==> config.mk <==
export PLATFORM = sky130hd
export DESIGN_NAME = audio_serial_tx
export DESIGN_NICKNAME = d
export VERILOG_FILES = /design/src/rtl/aser_pkg.sv /design/src/rtl/aser_master_clk.sv /design/src/rtl/aser_slave_track.sv /design/src/rtl/aser_serializer.sv /design/src/rtl/audio_serial_tx.sv
export SDC_FILE = /design/constraint.sdc
export NUM_CORES = 1
export LEC_CHECK = 0
export CAP_MARGIN = 40
export CORE_MARGIN = 1
export CORE_UTILIZATION = 40
export CTS_CLUSTER_DIAMETER = 100
export CTS_CLUSTER_SIZE = 24
export DETAILED_ROUTE_END_ITERATION = 16
export PLACE_DENSITY_LB_ADDON = 0.3
export SLEW_MARGIN = 10
export SYNTH_ARGS = -nofsm -noshare
export SYNTH_HDL_FRONTEND = slang
export SYNTH_SLANG_ARGS = --single-unit
==> constraint.sdc <==
create_clock -name clk_i -period 3.8 [get_ports clk_i]
set_clock_uncertainty 0.05 [all_clocks]
set_input_delay 1.14 -clock clk_i [delete_from_list [all_inputs] [get_ports clk_i]]
set_output_delay 1.14 -clock clk_i [all_outputs]
set_load 0.02 [all_outputs]
==> src/rtl/aser_pkg.sv <==
`timescale 1ns/1ps
package aser_pkg;

  localparam int SLOT_W = 6;                 // bit slots per frame = 2**SLOT_W
  localparam int FRAME_SLOTS = 1 << SLOT_W;
  localparam int HALF_SLOTS = FRAME_SLOTS / 2;

  typedef enum logic [1:0] {
    MODE_SLAVE = 2'b00,
    MODE_M512  = 2'b01,
    MODE_M384  = 2'b10,
    MODE_M256  = 2'b11
  } aser_mode_e;

  // one bit-slot event, produced by either clock source
  typedef struct packed {
    logic              step;    // a new bit slot starts at this edge
    logic              fstart;  // that slot is the first one of a frame
    logic              right;   // slot belongs to the right channel
    logic [SLOT_W-1:0] hs;      // index inside the half-frame
    logic              ok;      // frame length supported (used at fstart)
  } aser_slot_t;

endpackage

==> src/rtl/aser_master_clk.sv <==
`timescale 1ns/1ps
module aser_master_clk
  import aser_pkg::*;
(
  input  logic       clk_i,
  input  logic       rst_ni,
  input  logic       en_i,
  input  aser_mode_e mode_i,
  input  logic       fmt_i,
  output logic       bclk_o,
  output logic       wclk_o,
  output aser_slot_t slot_o
);

  localparam int DIV_W = 4;

  logic [DIV_W-1:0]  div_n;
  logic [DIV_W-1:0]  pcnt_q;
  logic [SLOT_W-1:0] slot_q;
  logic [SLOT_W-1:0] slot_n;
  logic              tick;
  logic              mid_hit;
  logic              bclk_q;
  logic              wclk_q;

  // system clocks per bit clock = ratio / 64
  always_comb begin
    case (mode_i)
      MODE_M512: div_n = DIV_W'(8);
      MODE_M384: div_n = DIV_W'(6);
      default:   div_n = DIV_W'(4);
    endcase
  end

  assign tick    = en_i && (pcnt_q == div_n - DIV_W'(1));
  assign mid_hit = en_i && (pcnt_q == (div_n >> 1) - DIV_W'(1));
  assign slot_n  = slot_q + SLOT_W'(1);

  always_ff @(posedge clk_i) begin
    if (!rst_ni) begin
      pcnt_q <= '0;
      slot_q <= '1;
      bclk_q <= 1'b1;
      wclk_q <= 1'b0;
    end else if (en_i) begin
      if (tick) begin
        pcnt_q <= '0;
        slot_q <= slot_n;
        bclk_q <= 1'b0;
        wclk_q <= fmt_i ? ~slot_n[SLOT_W-1] : slot_n[SLOT_W-1];
      end else begin
        pcnt_q <= pcnt_q + DIV_W'(1);
        if (mid_hit) bclk_q <= 1'b1;
      end
    end
  end

  always_comb begin
    slot_o.step   = tick;
    slot_o.fstart = tick && (slot_n == '0);
    slot_o.right  = slot_n[SLOT_W-1];
    slot_o.hs     = {1'b0, slot_n[SLOT_W-2:0]};
    slot_o.ok     = 1'b1;
  end

  assign bclk_o = bclk_q;
  assign wclk_o = wclk_q;


  wclk_on_bclk_fall_chk: assert property (@(posedge clk_i) disable iff (!rst_ni)
    !$stable(wclk_q) |-> $fell(bclk_q));

endmodule

==> src/rtl/aser_slave_track.sv <==
`timescale 1ns/1ps
module aser_slave_track
  import aser_pkg::*;
#(
  parameter int CNT_W = 7
) (
  input  logic       clk_i,
  input  logic       rst_ni,
  input  logic       en_i,
  input  logic       fmt_i,
  input  logic       r384_i,
  input  logic       bclk_i,
  input  logic       wclk_i,
  output aser_slot_t slot_o
);

  localparam logic [CNT_W-1:0] LEN64_M1 = CNT_W'(FRAME_SLOTS - 1);
  localparam logic [CNT_W-1:0] LEN48_M1 = CNT_W'(48 - 1);

  logic              b_q, b_d, w_q;
  logic              prev_left_q;
  logic [CNT_W-1:0]  fcnt_q;
  logic [SLOT_W-1:0] hs_q;
  logic              right_q;
  logic              step, left_now, fstart, rstart, ok_n;
  logic [SLOT_W-1:0] hs_n;
  logic              right_n;
  logic [CNT_W-1:0]  fcnt_n;

  assign step     = en_i && b_d && !b_q;
  assign left_now = fmt_i ? w_q : ~w_q;
  assign fstart   = step && left_now && !prev_left_q;
  assign rstart   = step && !left_now && prev_left_q;
  assign ok_n     = (fcnt_q == LEN64_M1) || (r384_i && (fcnt_q == LEN48_M1));

  always_comb begin
    hs_n    = hs_q;
    right_n = right_q;
    fcnt_n  = fcnt_q;
    if (fstart) begin
      hs_n    = '0;
      right_n = 1'b0;
      fcnt_n  = '0;
    end else if (step) begin
      if (rstart) begin
        hs_n    = '0;
        right_n = 1'b1;
      end else if (hs_q != '1) begin
        hs_n = hs_q + SLOT_W'(1);
      end
      if (fcnt_q != '1) fcnt_n = fcnt_q + CNT_W'(1);
    end
  end

  always_ff @(posedge clk_i) begin
    if (!rst_ni) begin
      b_q         <= 1'b1;
      b_d         <= 1'b1;
      w_q         <= 1'b0;
      prev_left_q <= 1'b1;
      fcnt_q      <= '1;
      hs_q        <= '1;
      right_q     <= 1'b1;
    end else begin
      b_q     <= bclk_i;
      b_d     <= b_q;
      w_q     <= wclk_i;
      hs_q    <= hs_n;
      right_q <= right_n;
      fcnt_q  <= fcnt_n;
      if (step) prev_left_q <= left_now;
    end
  end

  always_comb begin
    slot_o.step   = step;
    slot_o.fstart = fstart;
    slot_o.right  = right_n;
    slot_o.hs     = hs_n;
    slot_o.ok     = ok_n;
  end


  slave_step_on_fall_chk: assert property (@(posedge clk_i) disable iff (!rst_ni)
    step |-> ($past(b_q) && !b_q));

endmodule

==> src/rtl/aser_serializer.sv <==
`timescale 1ns/1ps
module aser_serializer
  import aser_pkg::*;
#(
  parameter int DATA_W = 24
) (
  input  logic              clk_i,
  input  logic              rst_ni,
  input  logic              fmt_i,
  input  aser_slot_t        slot_i,
  input  logic              in_valid_i,
  output logic              in_ready_o,
  input  logic [DATA_W-1:0] in_left_i,
  input  logic [DATA_W-1:0] in_right_i,
  output logic              sdata_o
);

  logic              pend_v_q;
  logic [DATA_W-1:0] pend_l_q, pend_r_q;
  logic [DATA_W-1:0] cur_l_q, cur_r_q;
  logic              raw_q, sd_q;
  logic              take;
  logic [DATA_W-1:0] use_l, use_r, word, shifted;
  logic              raw_n;

  assign in_ready_o = !pend_v_q;
  assign take = slot_i.step && slot_i.fstart && slot_i.ok && pend_v_q;

  always_comb begin
    use_l = cur_l_q;
    use_r = cur_r_q;
    if (slot_i.step && slot_i.fstart) begin
      use_l = take ? pend_l_q : '0;
      use_r = take ? pend_r_q : '0;
    end
    word    = slot_i.right ? use_r : use_l;
    shifted = word << slot_i.hs;   // slots past the word shift in zeros
    raw_n   = shifted[DATA_W-1];
  end

  always_ff @(posedge clk_i) begin
    if (!rst_ni) begin
      pend_v_q <= 1'b0;
      pend_l_q <= '0;
      pend_r_q <= '0;
      cur_l_q  <= '0;
      cur_r_q  <= '0;
      raw_q    <= 1'b0;
      sd_q     <= 1'b0;
    end else begin
      if (in_valid_i && !pend_v_q) begin
        pend_v_q <= 1'b1;
        pend_l_q <= in_left_i;
        pend_r_q <= in_right_i;
      end else if (take) begin
        pend_v_q <= 1'b0;
      end
      if (slot_i.step) begin
        if (slot_i.fstart) begin
          cur_l_q <= use_l;
          cur_r_q <= use_r;
        end
        raw_q <= raw_n;
        sd_q  <= fmt_i ? raw_n : raw_q;   // I2S: one slot late
      end
    end
  end

  assign sdata_o = sd_q;


  hold_after_accept_chk: assert property (@(posedge clk_i) disable iff (!rst_ni)
    (in_valid_i && in_ready_o) |=> !in_ready_o);


  release_at_frame_chk: assert property (@(posedge clk_i) disable iff (!rst_ni)
    take |=> in_ready_o);


  bad_frame_zero_chk: assert property (@(posedge clk_i) disable iff (!rst_ni)
    (slot_i.step && slot_i.fstart && !slot_i.ok) |=>
      (cur_l_q == '0 && cur_r_q == '0 && pend_v_q == $past(pend_v_q)));


  pad_zero_chk: assert property (@(posedge clk_i) disable iff (!rst_ni)
    (slot_i.step && (32'(slot_i.hs) >= DATA_W)) |=> !raw_q);

endmodule

==> src/rtl/audio_serial_tx.sv <==
`timescale 1ns/1ps
module audio_serial_tx
  import aser_pkg::*;
#(
  parameter int DATA_W = 24
) (
  input  logic              clk_i,
  input  logic              rst_ni,
  input  logic [1:0]        mode_i,
  input  logic              fmt_i,
  input  logic              slv_r384_i,
  input  logic              s_valid_i,
  output logic              s_ready_o,
  input  logic [DATA_W-1:0] s_left_i,
  input  logic [DATA_W-1:0] s_right_i,
  input  logic              bclk_i,
  input  logic              wclk_i,
  output logic              bclk_o,
  output logic              wclk_o,
  output logic              clk_oe_o,
  output logic              sdata_o
);

  aser_mode_e mode_q;
  logic       fmt_q, r384_q;
  logic       master;
  aser_slot_t slot_m, slot_s, slot_sel;

  // configuration is latched only while reset is held
  always_ff @(posedge clk_i) begin
    if (!rst_ni) begin
      mode_q <= aser_mode_e'(mode_i);
      fmt_q  <= fmt_i;
      r384_q <= slv_r384_i;
    end
  end

  assign master = (mode_q != MODE_SLAVE);

  aser_master_clk u_mclk (
    .clk_i  (clk_i),
    .rst_ni (rst_ni),
    .en_i   (master),
    .mode_i (mode_q),
    .fmt_i  (fmt_q),
    .bclk_o (bclk_o),
    .wclk_o (wclk_o),
    .slot_o (slot_m)
  );

  aser_slave_track u_strk (
    .clk_i  (clk_i),
    .rst_ni (rst_ni),
    .en_i   (!master),
    .fmt_i  (fmt_q),
    .r384_i (r384_q),
    .bclk_i (bclk_i),
    .wclk_i (wclk_i),
    .slot_o (slot_s)
  );

  assign slot_sel = master ? slot_m : slot_s;

  aser_serializer #(.DATA_W(DATA_W)) u_ser (
    .clk_i      (clk_i),
    .rst_ni     (rst_ni),
    .fmt_i      (fmt_q),
    .slot_i     (slot_sel),
    .in_valid_i (s_valid_i),
    .in_ready_o (s_ready_o),
    .in_left_i  (s_left_i),
    .in_right_i (s_right_i),
    .sdata_o    (sdata_o)
  );

  assign clk_oe_o = master;


  cfg_frozen_chk: assert property (@(posedge clk_i) disable iff (!rst_ni)
    $past(rst_ni) |-> ($stable(mode_q) && $stable(fmt_q) && $stable(r384_q)));

endmodule

==> impl_metrics.ini <==
[setup_path]
path_max_fanout = 8
crit_path_start = mode_q[0]
ff2ff_setup_slack_ns = 0.33
cp_slowest_cell = clkdlybuf4s50_1
worstSetupEndpointType = output port
r2r-start = mode_q[0]
worstPathRequired_ns = 2.61
start_kind = flop
cp_cell_sequence = inv_1 > ha_1 > buf_4 > inv_1 > buf_4 > clkdlybuf4s50_1
r2r_end = u_ser.sdata_o
reg2reg_depth = 12
crit_type = reg2out
crit_arrival_ns = 2.38
slowest_delay_ns = 0.54

[cells_and_area]
layout_common_cells = nand2_1 (172), dfxtp_1 (129), a21oi_1 (107)
nNetsFinal = 905
final_util = 0.496
final_area_sq_um = 7860
final_common_cell = nand2_1
drive_gt1_frac = 0.105
diodes = 0
area_growth_pct = 21.6

[min_path]
worstHoldStart = u_ser.cur_l_q[6]
hold_depth = 2
holdCritPathClass = reg2reg
holdPathEnd = u_ser.cur_l_q[6]

[grt]
grt_first_pass_wirelength_microns = 27900
grt.total_usage = 0.217
overflow = 0
grt_max_degree = 56
antenna_found_initial = 0
grt_pass1_vias = 5454

[detailed_routing]
via_count = 5897
vias_per_cell = 5.53
wirelength_microns = 17200
wl_per_cell_microns = 16.1
antenna_left = 0
drc = 0
drtPass1Iterations = 5
drt_iter0_drc = 424

[logic_synthesis]
yosysUniqueCellTypes = 82
muxShareOfSynthArea = 0.0269
ys_warn_count = 0
synth-simple-area-share = 0.241
synth_area_sq_um = 6460
synth_edf_count = 4
syn-instance-count = 791
yosys.area_share.adder = 0.0174
synth_seq_cells = 133
yosysSeqAreaShare = 0.419
yosys.area_share.xor_xnor = 0.0296
ys.flop_type = dfxtp_1
post_synth.cell_area_avg_sq_um = 8.16
async_flop_share = 0
synth_compound_gate_area_share = 0.223
synth_nets = 857
synth_top_family_by_area = simple AND/OR/NAND/NOR gates

[run_status]
status = completed

[timing]
fmax_ghz = 0.280
fin_setup_tns_ns = 0
slew_violations = 0
setup_viol_count_final = 0
min_period_over_period = 0.939
post-route-min-period_ns = 3.57
hold_violations = 0
slew_headroom = 0.520
worst_pin_slew_ns = 0.717
rsz0062_at_grt = false

[power_and_ir_drop]
pwr-share-seq = 0.405
p_switching_mw = 1.04
p_comb_frac = 0.172
p_sw_frac = 0.280
powerDensity_nw_per_um2 = 474
p_leak_nw = 2.87
power_mw = 3.72
ir_drop_mv = 0.324
p_clk_frac = 0.423
power.internal_mw = 2.68

[cts]
cts-resized-gates = 0
numClockSinks = 133
clk_latency_ns = 0.43
numCtsBuffers = 17
cts_tree = done
clk_pin_slew_worst_paths_ns = 0.06
postCtsHoldBufs = 0
cts_max_level = 4
post-cts-setup-buffers = 0
cts-root-buf = clkbuf_16
cts_buffer_depth = 2

[floorplanning]
start_util = 0.408
core_area_sq_um = 15800
die_y_microns = 129
io_pins = 62
fp.dieW_microns = 129
dieArea_sq_um = 16700
fp-row-count = 46

[run]
drv_cap = 0

[place]
gp_routability_congestion = 0.936
dp_hpwl_microns = 11900
port_buffers = 61
place_area_sq_um = 7290
[metrics by stage]
stage               setup WS (ns)  hold slack [ns]  cells
floorplan                   0.926            0.377    791
global placement            0.505            0.389   1036
detailed placement          0.409            0.393   1036
CTS                         0.226            0.401   1067
global route                0.112            0.414   1067
finish                      0.231            0.399   1067
[layout make-up]
class,count,area [sq um]
Inverter,8,30.0
Timing Repair Buffer,85,803
Tap cell,216,270
Clock inverter,12,128
Sequential cell,133,2700
Multi-Input combinational cell,594,3490
Clock buffer,19,433
Fill cell,1540,7970
[critical path, delay by kind of cell, from the launching register on]
kind / cells / cell delay (ns)
adder cells (fa/ha/maj): 1 / 0.40
buffers and inverters: 5 / 1.15
flip-flops: 1 / 0.40
[state kept, by name, summed over array words and instances, names as in the netlist, 2 cells and up]
name,count
u_ser.pend_r_q,24
mode_q,2
u_strk.fcnt_q,7
u_strk.hs_q,6
u_ser.cur_r_q,24
u_mclk.pcnt_q,4
u_ser.pend_l_q,24
u_mclk.slot_q,6
u_ser.cur_l_q,24
[metal layers]
| layer | global-route usage | wire length (microns) | up-vias |
|---|---|---|---|
| li1 | - | - | 2913 |
| met1 | 0.288 | 8070 | 2781 |
| met2 | 0.348 | 7840 | 176 |
| met3 | 0.0483 | 913 | 27 |
| met4 | 0.0761 | 340 | 0 |
| met5 | 0 | 0 | - |
[synth_stat cells, types with 3 or more instances]
cell	count	area share
a21oi_2	3	0.0041
dfxtp_1	129	0.40
nand2_1	172	0.10
a221oi_1	4	0.0054
buf_2	8	0.0062
and3_1	10	0.0097
a211oi_1	10	0.012
nor3b_1	3	0.0035
and2_1	4	0.0039
a21o_1	3	0.0035
o22a_1	3	0.0041
a31oi_1	10	0.0097
a22oi_1	5	0.0058
and3b_1	4	0.0054
nand3_1	59	0.046
nand2b_1	6	0.0058
mux2_2	5	0.0087
mux2i_1	8	0.012
nor3_1	14	0.011
ha_1	9	0.017
clkbuf_1	39	0.023
a21oi_1	107	0.083
o31ai_1	3	0.0035
nor2_1	29	0.017
inv_1	7	0.0041
buf_1	4	0.0023
o211ai_1	5	0.0058
o22ai_1	4	0.0039
nor2b_1	4	0.0039
nand4_1	4	0.0039
xor2_1	7	0.0095
buf_4	3	0.0035
and4_1	3	0.0041
o21ai_0	27	0.021
edfxtp_1	4	0.019
xnor2_1	12	0.016
[power by group through the flow]
stage | sequential [mW] | combinational, mW | clock, mW
3_5_place_dp | 1.54 | 0.631 | 0
3_3_place_gp | 1.54 | 0.628 | 0
2_1_floorplan | 1.52 | 0.440 | 0
4_1_cts | 1.51 | 0.635 | 1.61
6_report | 1.51 | 0.641 | 1.58
5_1_grt | 1.51 | 0.695 | 1.66
[logic make-up after synthesis]
kind of cell / count (synthesis)
multiplexers: 15
adder cells (fa/ha/maj): 9
AO/OA/AOI/OAI: 219
buffers and inverters: 64
AND/OR/NAND/NOR: 331
XOR/XNOR: 20
flip-flops: 133
[worst max path at each step]
stage,to,slack [ns],depth (start not counted)
floorplan,u_ser.raw_q,0.93,11
global placement,u_ser.raw_q,0.51,13
detailed placement,u_ser.sdata_o,0.41,12
CTS,clk_oe_o,0.23,6
global route,u_ser.raw_q,0.11,12
finish,clk_oe_o,0.23,6
Note: power is estimated with default switching activity, not from simulation.
